$ cat src/rtl/pmc_pkg.sv
package pmc_pkg;
   typedef enum logic [2:0] {
      PM_FULL   = 3'd0,
      PM_DOZE   = 3'd1,
      PM_SLEEP  = 3'd2,
      PM_DEEP   = 3'd3,
      PM_STOP   = 3'd4,
      PM_RELOCK = 3'd5
   } pm_state_e;

   localparam int NDOM   = 7;
   localparam int D_CORE = 0;
   localparam int D_TB   = 1;
   localparam int D_RTC  = 2;
   localparam int D_PIT  = 3;
   localparam int D_MEM  = 4;
   localparam int D_COMM = 5;
   localparam int D_PLL  = 6;
   localparam logic [2:0] LAST_CODE = 3'd4;
endpackage

$ cat src/rtl/pmc_wake_detect.sv
module pmc_wake_detect #(
   parameter int WAKE_W = 3
) (
   input  logic [WAKE_W-1:0] evt,
   input  logic [WAKE_W-1:0] en,
   output logic              any
);
   assign any = |(evt & en);
endmodule

$ cat src/rtl/pmc_mode_fsm.sv
module pmc_mode_fsm
   import pmc_pkg::*;
#(
   parameter int LOCK_W = 8
) (
   input  logic              clk,
   input  logic              rst_n,
   input  logic              mode_wr,
   input  logic [2:0]        mode_req,
   input  logic              wake_any,
   input  logic [LOCK_W-1:0] lock_cnt,
   output pm_state_e         state,
   output logic              wake_pulse
);
   pm_state_e         st_n;
   logic [LOCK_W-1:0] cnt, cnt_n;
   logic              pulse_n;

   always_comb begin
      st_n    = state;
      cnt_n   = cnt;
      pulse_n = 1'b0;
      case (state)
         PM_FULL: begin
            if (mode_wr && (mode_req <= LAST_CODE))
               st_n = pm_state_e'(mode_req);
         end
         PM_DOZE, PM_SLEEP: begin
            if (wake_any) begin
               st_n    = PM_FULL;
               pulse_n = 1'b1;
            end
         end
         PM_DEEP, PM_STOP: begin
            if (wake_any) begin
               st_n  = PM_RELOCK;
               cnt_n = lock_cnt;
            end
         end
         PM_RELOCK: begin
            if (cnt == '0) begin
               st_n    = PM_FULL;
               pulse_n = 1'b1;
            end else begin
               cnt_n = cnt - 1'b1;
            end
         end
         default: st_n = PM_FULL;
      endcase
   end

   always_ff @(posedge clk) begin
      if (!rst_n) begin
         state      <= PM_FULL;
         cnt        <= '0;
         wake_pulse <= 1'b0;
      end else begin
         state      <= st_n;
         cnt        <= cnt_n;
         wake_pulse <= pulse_n;
      end
   end
endmodule

$ cat src/rtl/pmc_gear_div.sv
module pmc_gear_div #(
   parameter int GEAR_W = 4
) (
   input  logic              clk,
   input  logic              rst_n,
   input  logic              run,
   input  logic [GEAR_W-1:0] gear,
   output logic              stb
);
   logic [GEAR_W-1:0] gcnt;

   always_ff @(posedge clk) begin
      if (!rst_n || !run)
         gcnt <= '0;
      else if (gcnt >= gear)
         gcnt <= '0;
      else
         gcnt <= gcnt + 1'b1;
   end

   assign stb = run && (gcnt == '0);
endmodule

$ cat src/rtl/pmc_dom_decode.sv
module pmc_dom_decode
   import pmc_pkg::*;
#(
   parameter bit COMM_GATE_DOZE = 1'b0
) (
   input  pm_state_e        state,
   output logic [NDOM-1:0]  dom_en,
   output logic             comm_stby
);
   logic doze_comm;

   generate
      if (COMM_GATE_DOZE) begin : g_gate
         assign doze_comm = 1'b0;
      end else begin : g_keep
         assign doze_comm = 1'b1;
      end
   endgenerate

   always_comb begin
      dom_en    = '0;
      comm_stby = 1'b0;
      case (state)
         PM_FULL: dom_en = '1;
         PM_DOZE: begin
            dom_en         = '1;
            dom_en[D_CORE] = 1'b0;
            dom_en[D_COMM] = doze_comm;
            comm_stby      = 1'b1;
         end
         PM_SLEEP: begin
            dom_en[D_RTC] = 1'b1;
            dom_en[D_PIT] = 1'b1;
            dom_en[D_PLL] = 1'b1;
         end
         PM_DEEP: begin
            dom_en[D_RTC] = 1'b1;
            dom_en[D_PIT] = 1'b1;
         end
         PM_RELOCK: dom_en[D_PLL] = 1'b1;
         default: dom_en = '0;
      endcase
   end
endmodule

$ cat src/rtl/pwr_mode_ctrl.sv
module pwr_mode_ctrl
   import pmc_pkg::*;
#(
   parameter int GEAR_W         = 4,
   parameter int LOCK_W         = 8,
   parameter int WAKE_W         = 3,
   parameter bit COMM_GATE_DOZE = 1'b0
) (
   input  logic              clk,
   input  logic              rst_n,
   input  logic              mode_wr,
   input  logic [2:0]        mode_req,
   input  logic [GEAR_W-1:0] gear,
   input  logic [LOCK_W-1:0] lock_cnt,
   input  logic [WAKE_W-1:0] wake_evt,
   input  logic [WAKE_W-1:0] wake_en,
   output logic [6:0]        dom_en,
   output logic              comm_stby,
   output logic              core_stb,
   output logic              wake_pulse,
   output logic [2:0]        cur_mode
);
   generate
      if (GEAR_W < 1 || GEAR_W > 16) begin : g_bad_gear
         $error("GEAR_W out of range");
      end
      if (LOCK_W < 1 || LOCK_W > 24) begin : g_bad_lock
         $error("LOCK_W out of range");
      end
      if (WAKE_W < 1) begin : g_bad_wake
         $error("WAKE_W must be positive");
      end
   endgenerate

   pm_state_e state;
   logic      wake_any;

   pmc_wake_detect #(.WAKE_W(WAKE_W)) u_wake (
      .evt (wake_evt),
      .en  (wake_en),
      .any (wake_any)
   );

   pmc_mode_fsm #(.LOCK_W(LOCK_W)) u_fsm (
      .clk        (clk),
      .rst_n      (rst_n),
      .mode_wr    (mode_wr),
      .mode_req   (mode_req),
      .wake_any   (wake_any),
      .lock_cnt   (lock_cnt),
      .state      (state),
      .wake_pulse (wake_pulse)
   );

   pmc_gear_div #(.GEAR_W(GEAR_W)) u_gear (
      .clk   (clk),
      .rst_n (rst_n),
      .run   (state == PM_FULL),
      .gear  (gear),
      .stb   (core_stb)
   );

   pmc_dom_decode #(.COMM_GATE_DOZE(COMM_GATE_DOZE)) u_dec (
      .state     (state),
      .dom_en    (dom_en),
      .comm_stby (comm_stby)
   );

   assign cur_mode = state;
endmodule

$ cat config.mk
export PLATFORM = sky130hd
export DESIGN_NAME = pwr_mode_ctrl
export DESIGN_NICKNAME = d
export VERILOG_FILES = /design/src/rtl/pmc_pkg.sv /design/src/rtl/pmc_wake_detect.sv /design/src/rtl/pmc_mode_fsm.sv /design/src/rtl/pmc_gear_div.sv /design/src/rtl/pmc_dom_decode.sv /design/src/rtl/pwr_mode_ctrl.sv
export SDC_FILE = /design/constraint.sdc
export NUM_CORES = 1
export LEC_CHECK = 0
export BUFFER_PORTS_ARGS = -buffer_cell sky130_fd_sc_hd__buf_2
export CAP_MARGIN = 10
export CORE_MARGIN = 1
export CORE_UTILIZATION = 50
export CTS_CLUSTER_SIZE = 8
export DETAILED_ROUTE_END_ITERATION = 12
export GPL_TIMING_DRIVEN = 0
export PLACE_DENSITY = 0.88
export SYNTH_ARGS = -nofsm -noshare
export SYNTH_HDL_FRONTEND = slang
export SYNTH_HIERARCHICAL = 1
export SYNTH_SLANG_ARGS = --single-unit
$ cat constraint.sdc
create_clock -name clk -period 2.35 [get_ports clk]
set_input_delay 0.47 -clock clk [delete_from_list [all_inputs] [get_ports clk]]
set_output_delay 0.47 -clock clk [all_outputs]
set_load 0.01 [all_outputs]
### After elaboration in Yosys (flattened, before gate mapping)

Cells that the tools add are included.

| operators by class | value |
|---|---|
| add/sub/neg operators | 2 |
| order comparisons | 2 |
| equality and inequality tests | 10 |
| mux-type cells | 16 |
| bitwise logic cells | 1 |
| reduce and logical (&&, ||, !) cells | 18 |

Operators with widths:

| kind | number |
|---|---|
| 2-to-1 mux 8 bit | 2 |
| one-hot mux 8 bit (2 select lines) | 1 |
| 2-to-1 mux 3 bit | 4 |
| one-hot mux 3 bit (4 select lines) | 1 |
| logical NOT 8 bit | 1 |
| OR reduction 2 bit | 4 |
| OR reduction 4 bit | 2 |
| subtractor 8 x 1 -> 8 bit (second input constant) | 1 |
| equality test 3 x 2 -> 1 bit (second input constant) | 2 |
| equality test 3 bit (second input constant) | 2 |
| != test 2 bit (second input constant) | 3 |
| adder 4 x 1 -> 4 bit (second input constant) | 1 |
| >= comparator 4 bit | 1 |
| logical NOT 4 bit | 1 |
| 2-to-1 mux 1 bit | 4 |
| 2-to-1 mux 2 bit | 2 |
| != test 2 x 1 -> 1 bit (second input constant) | 2 |
| one-hot mux 2 bit (2 select lines) | 1 |
| AND reduction 4 bit | 1 |
| AND 3 bit | 1 |
| equality test 3 x 1 -> 1 bit (second input constant) | 1 |
| <= comparator 3 bit (second input constant) | 1 |
| logical NOT 3 bit | 1 |
| AND reduction 3 bit | 1 |
| other kinds (6) | 8 |

| storage, ports and cells | value |
|---|---|
| register bits after elaboration | 16 |
| input bits | 24 |
| output and inout port bits | 13 |
| word-level logic and storage cells | 53 |

### Longest topological paths before layout

| depth | value |
|---|---|
| word-level depth | 4 |
| depth in mapped cells | 7 |

### Modules after synthesis

Netlist, hierarchy kept.

Modules (own cells, without submodules):

| module | instances | cells an instance | area each (µm²) | seq. area each (µm²) |
|---|---|---|---|---|
| pmc_mode_fsm | 1 | 105 | 942.2 | 240.2 |
| pmc_gear_div | 1 | 29 | 291.5 | 80.1 |
| pmc_dom_decode | 1 | 8 | 62.6 | 0.0 |
| pmc_wake_detect | 1 | 2 | 13.8 | 0.0 |
| pwr_mode_ctrl | 1 | 1 | 10.0 | 0.0 |

### Worst setup path before layout

No wires, ideal clock.

| path | value |
|---|---|
| kind | reg2reg |
| from | register u_fsm.state[2] |
| to | register u_fsm.cnt[7] |
| library setup time | 120 ps |
| arrival | 1,532 ps |
| required time | 2,230 ps |
| path slack | 699 ps |
| cell stages (with the launch flop) | 7 |
| path through | dfxtp_1 -> buf_6 -> nor3b_2 -> o21ai_2 -> buf_6 -> and3_4 -> o31a_1 |

| on the way | value |
|---|---|
| word-level cells in the longest chain between the ends | 4 |
| elaborated cells between the ends (all ways) | 9 |
| those cells by class | eq/ne (5); mux (1); reduce/logical (3) |

Ends and longest elaborated chain:

| what | line | RTL |
|---|---|---|
| from (decl) | pmc_mode_fsm.sv:12 | `output pm_state_e state,` |
| from (signal assigned) | pmc_mode_fsm.sv:58 | `state <= st_n;` |
| equality test 3 bit or equality test 3 x 2 -> 1 bit (tied branches) | pmc_mode_fsm.sv:23 | `case (state)` |
| OR reduction 2 bit | pmc_mode_fsm.sv:23 |  |
| != test 2 x 1 -> 1 bit (no line) or nonzero test 2 bit (tied branches) | -- |  |
| AND reduction 3 bit (no line) | -- |  |
| to (signal assigned) | pmc_mode_fsm.sv:59 | `cnt <= cnt_n;` |
| to (decl) | pmc_mode_fsm.sv:16 | `logic [LOCK_W-1:0] cnt, cnt_n;` |

Parallel ways exist; a longest one is shown, timed or not.
A chain may end at the register's enable or synchronous reset.

### Worst setup path in the final report

| path | value |
|---|---|
| from | register u_fsm.state[1] |
| to | output port core_stb |

| on the way | value |
|---|---|
| word-level cells in the longest chain between the ends | 2 |

Ends and longest elaborated chain:

| what | line | RTL |
|---|---|---|
| logical NOT 3 bit | pwr_mode_ctrl.sv:58 | `.run (state == PM_FULL),` |
| logical AND 1 bit | pmc_gear_div.sv:21 | `assign stb = run && (gcnt == '0);` |
| to (decl) | pwr_mode_ctrl.sv:19 | `output logic core_stb,` |

No other way between the ends.

==> metrics.md <==
| Metric | Value |
|---|---|
| Status | `finished, final reports clean` |
| Skew final | `10.46 ps` |
| Sequential share of the synthesized area | `24.27%` |
| GRT met1 Usage | `25.77%` |
| Synth top area share | `24.27%` |
| Worst IR Drop VDD | `about 480 uV` |
| Slew at the pin closest to its max-slew limit | `between 400 and 500 ps` |
| Critical path data required time | `about 1900 ps` |
| HPWL after DPL | `roughly 2300 um` |
| Routed WL | `2944 um` |
| R2R depth | `7` |
| R2r setup slk | `590 ps` |
| TritonCTS Buffers | `3` |
| CP Launch Type | `flip-flop` |
| First-pass GRT wire length | `4857 um` |
| Peak fanout along the critical path | `9` |
| Final number of hold-violating endpoints | `0` |
| DR DRC count | `0` |
| Final WS setup | `568.4 ps` |
| Latest clock arrival within the worst-skew pair | `290 ps` |
| Core ar. | `between 2000 and 2500 um^2` |
| # rows | `18` |
| FF+latch count, synth | `16` |
| Slew Limit Fails | `0` |
| RSZ-0062 raised after global routing | `no` |
| Share of post-route cells with drive strength above 1 | `roughly 40%` |
| Worst r2r dst | `u_fsm/cnt[5]$_SDFFE_PN0P_` |
| CTS HTree Levels | `1` |
| Clk pin slew, worst setup/hold paths | `100 ps` |
| Mean post-synth cell area | `between 9 and 10 um^2` |
| Setup repair bufs after CTS | `0` |
| CP Buf/Inv Count | `1` |
| Yosys Warn Count | `6` |
| Routed len/inst | `roughly 14 um` |
| Total GRT Usage | `approximately 23%` |
| Final nets | `approximately 220` |
| Cell area power density | `just under 500 nW/um^2` |
| Worst hold endpoint | `u_gear/gcnt[0]$_SDFF_PP0_` |
| Met3 usage | `between 5 and 6%` |
| Synthesized Nets | `177` |
| Area growth from synthesis to layout | `18.20%` |
| CTS Buffer Depth | `2` |
| Vias in the first global route | `between 1000 and 1500` |
| Ant diodes | `0` |
| Netlist cell types | `51` |
| Avg Vias per Cell | `5.607` |
| Synth Cell Area | `1320 um^2` |
| Design Power | `roughly 750 uW` |
| RR Startpoint | `u_fsm/cnt[0]$_SDFFE_PN0P_` |
| Worst setup EP type | `primary output` |
| Initial antenna violation count | `0` |
| Synth Instances | `145` |
| WS Path Type | `flip-flop to primary output` |
| Most Crowded Layer GR | `met2` |
| Post-synth EDFFs | `0` |
| Initial DRC Count | `14` |
| WHS | `between 400 and 500 ps` |
| Max Cap Viol | `0` |
| Hold Crit Depth | `1` |
| Grt met2 use | `about 45%` |
| Largest net degree at the start of global routing | `11` |
| Die area | `~2800 um^2` |
| Fillers | `about 220` |
| Final ANT Viol Nets | `0` |
| CTS tree | `yes` |
| Fin crit share | `between 70% and 80%` |
| Worst hold start | `u_gear/gcnt[0]$_SDFF_PP0_` |
| Async set or reset register ratio after synthesis | `0%` |
| I/O Pins | `37` |
| Top-count cell post-synth | `dfxtp_1` |
| Worst Path Arrival | `between 1000 and 1500 ps` |
| CP max stage delay | `420 ps` |
| # hold bufs at CTS | `0` |
| Fin Setup TNS | `0 ps` |
| GPL Wtd Cong | `0.8727` |
| Final setup viols | `0` |
| Port-buffer cells | `36` |
| Root buf cell | `clkbuf_4` |
| Die Wd | `53.38 um` |
| Main area contributors after synthesis | `dfxtp_1, ha_1, o32ai_2` |
| Yosys top cell by area | `dfxtp_1` |
| Most used DFF post-synth | `dfxtp_1` |
| Cts repair resizes | `0` |
| Post-synth top cells | `dfxtp_1, a21oi_1, nand2_1, nor2_1, inv_1` |
| Die height | `approximately 53 um` |
| Cell family with most CP delay | `simple AND/OR/NAND/NOR gates` |
| Starting density of the core | `a little over half` |
| Pre-CTS setup slack | `539.9 ps` |
| Clock sinks | `16` |
| First drt pass iteration count | `5` |
| Leakage | `around 0.0007 uW` |
| Max_slew headroom | `about 71%` |
| Vias | `1200` |
| Hold WC Path Type | `flip-flop to flip-flop` |
| Slowest-stage cell, CP | `dfxtp_1` |
| F_max | `around 0.56 GHz` |
| Final Critical Period | `about 1800 ps` |
| Critical-path cell list | `nor3_2 > nand2_1 > nor3_1 > buf_2` |
| Overflow after GRT | `0` |
## how the worst max path moves through the flow
| stage | from | to | slack (ps) | cells past startpoint |
|---|---|---|---|---|
| floorplan | u_fsm/state[2]$_SDFFE_PN0P_ | u_fsm/cnt[7]$_SDFFE_PN0P_ | 700 | 6 |
| global placement | wake_evt[0] | u_fsm/cnt[7]$_SDFFE_PN0P_ | 610 | 7 |
| detailed placement | wake_evt[0] | u_fsm/cnt[7]$_SDFFE_PN0P_ | 540 | 7 |
| CTS | u_fsm/state[1]$_SDFFE_PN0P_ | core_stb | 550 | 4 |
| global route | u_fsm/state[1]$_SDFFE_PN0P_ | core_stb | 440 | 4 |
| finish | u_fsm/state[1]$_SDFFE_PN0P_ | core_stb | 570 | 4 |
## power by group
group	internal, uW	switching, uW	total [uW]
sequential	291	30.4	321
combinational	139	148	288
clock	59.5	86.8	146
## logic make-up after synthesis
family                     after synthesis  synth area share (%)
adders and majority gates                8                 7.583
buffers and inverters                   22                 10.52
DFF                                     16                 24.27
xor gates and xnor gates                 2                 1.327
AOI/OAI and AO/OA                       39                 24.74
muxes                                    1                0.7583
and+or+nand+nor                         57                 30.81
## worst reg2reg max path, stage by stage (launching register included)
cell and delay [ps]:
dfxtp_1 440, inv_1 90, ha_1 200, nor4b_4 140, a21o_4 260, and2_4 160
buf_6 130, o32ai_2 230
## layout by cell type, fill, tap and decap left out, drive strengths merged, types with 2 or more instances in the layout
cell,instances
a211oi,2
a31oi,4
clkbuf,4
nor3b,4
and3b,2
dfxtp,16
nand3,3
nor2,12
o21ai,2
and3,2
a21oi,16
o32ai,5
ha,8
inv,11
nor4b,2
and2,2
buf,45
nor3,9
o211ai,2
nand2,12
## metrics by stage
| step | utilization, % | std cells | cell area [um^2] |
|---|---|---|---|
| 6_report | 62.98 | 214 | 1560 |
| 5_1_grt | 62.98 | 214 | 1560 |
| 4_1_cts | 62.98 | 214 | 1560 |
| 3_5_place_dp | 62.07 | 211 | 1538 |
| 3_3_place_gp | 62.07 | 211 | 1538 |
| 2_1_floorplan | - | 145 | 1320 |
## final cells by class
type                       instances  area, um^2  share of cell area [%]
sequential                        16       320.3                   20.53
clock buffer                       3       22.52                   1.443
tap                               30       37.54                   2.406
buffer                            10       93.84                   6.014
inverter                          12       45.04                   2.887
multi-input combinational        107       860.8                   55.17
timing repair buffer              36       180.2                   11.55
## registers in the layout, indices dropped and copies added, names as in the netlist
signal,flops
u_fsm/wake_pulse,1
u_fsm/state,3
u_gear/gcnt,4
u_fsm/cnt,8
## layer usage
layer | wire length (um) | vias up
met5 | 0 | -
met4 | 15 | 0
met3 | 105 | 2
met2 | 1591 | 25
met1 | 1231 | 565
li1 | - | 608
No activity file was read; power rests on OpenSTA's default activity.
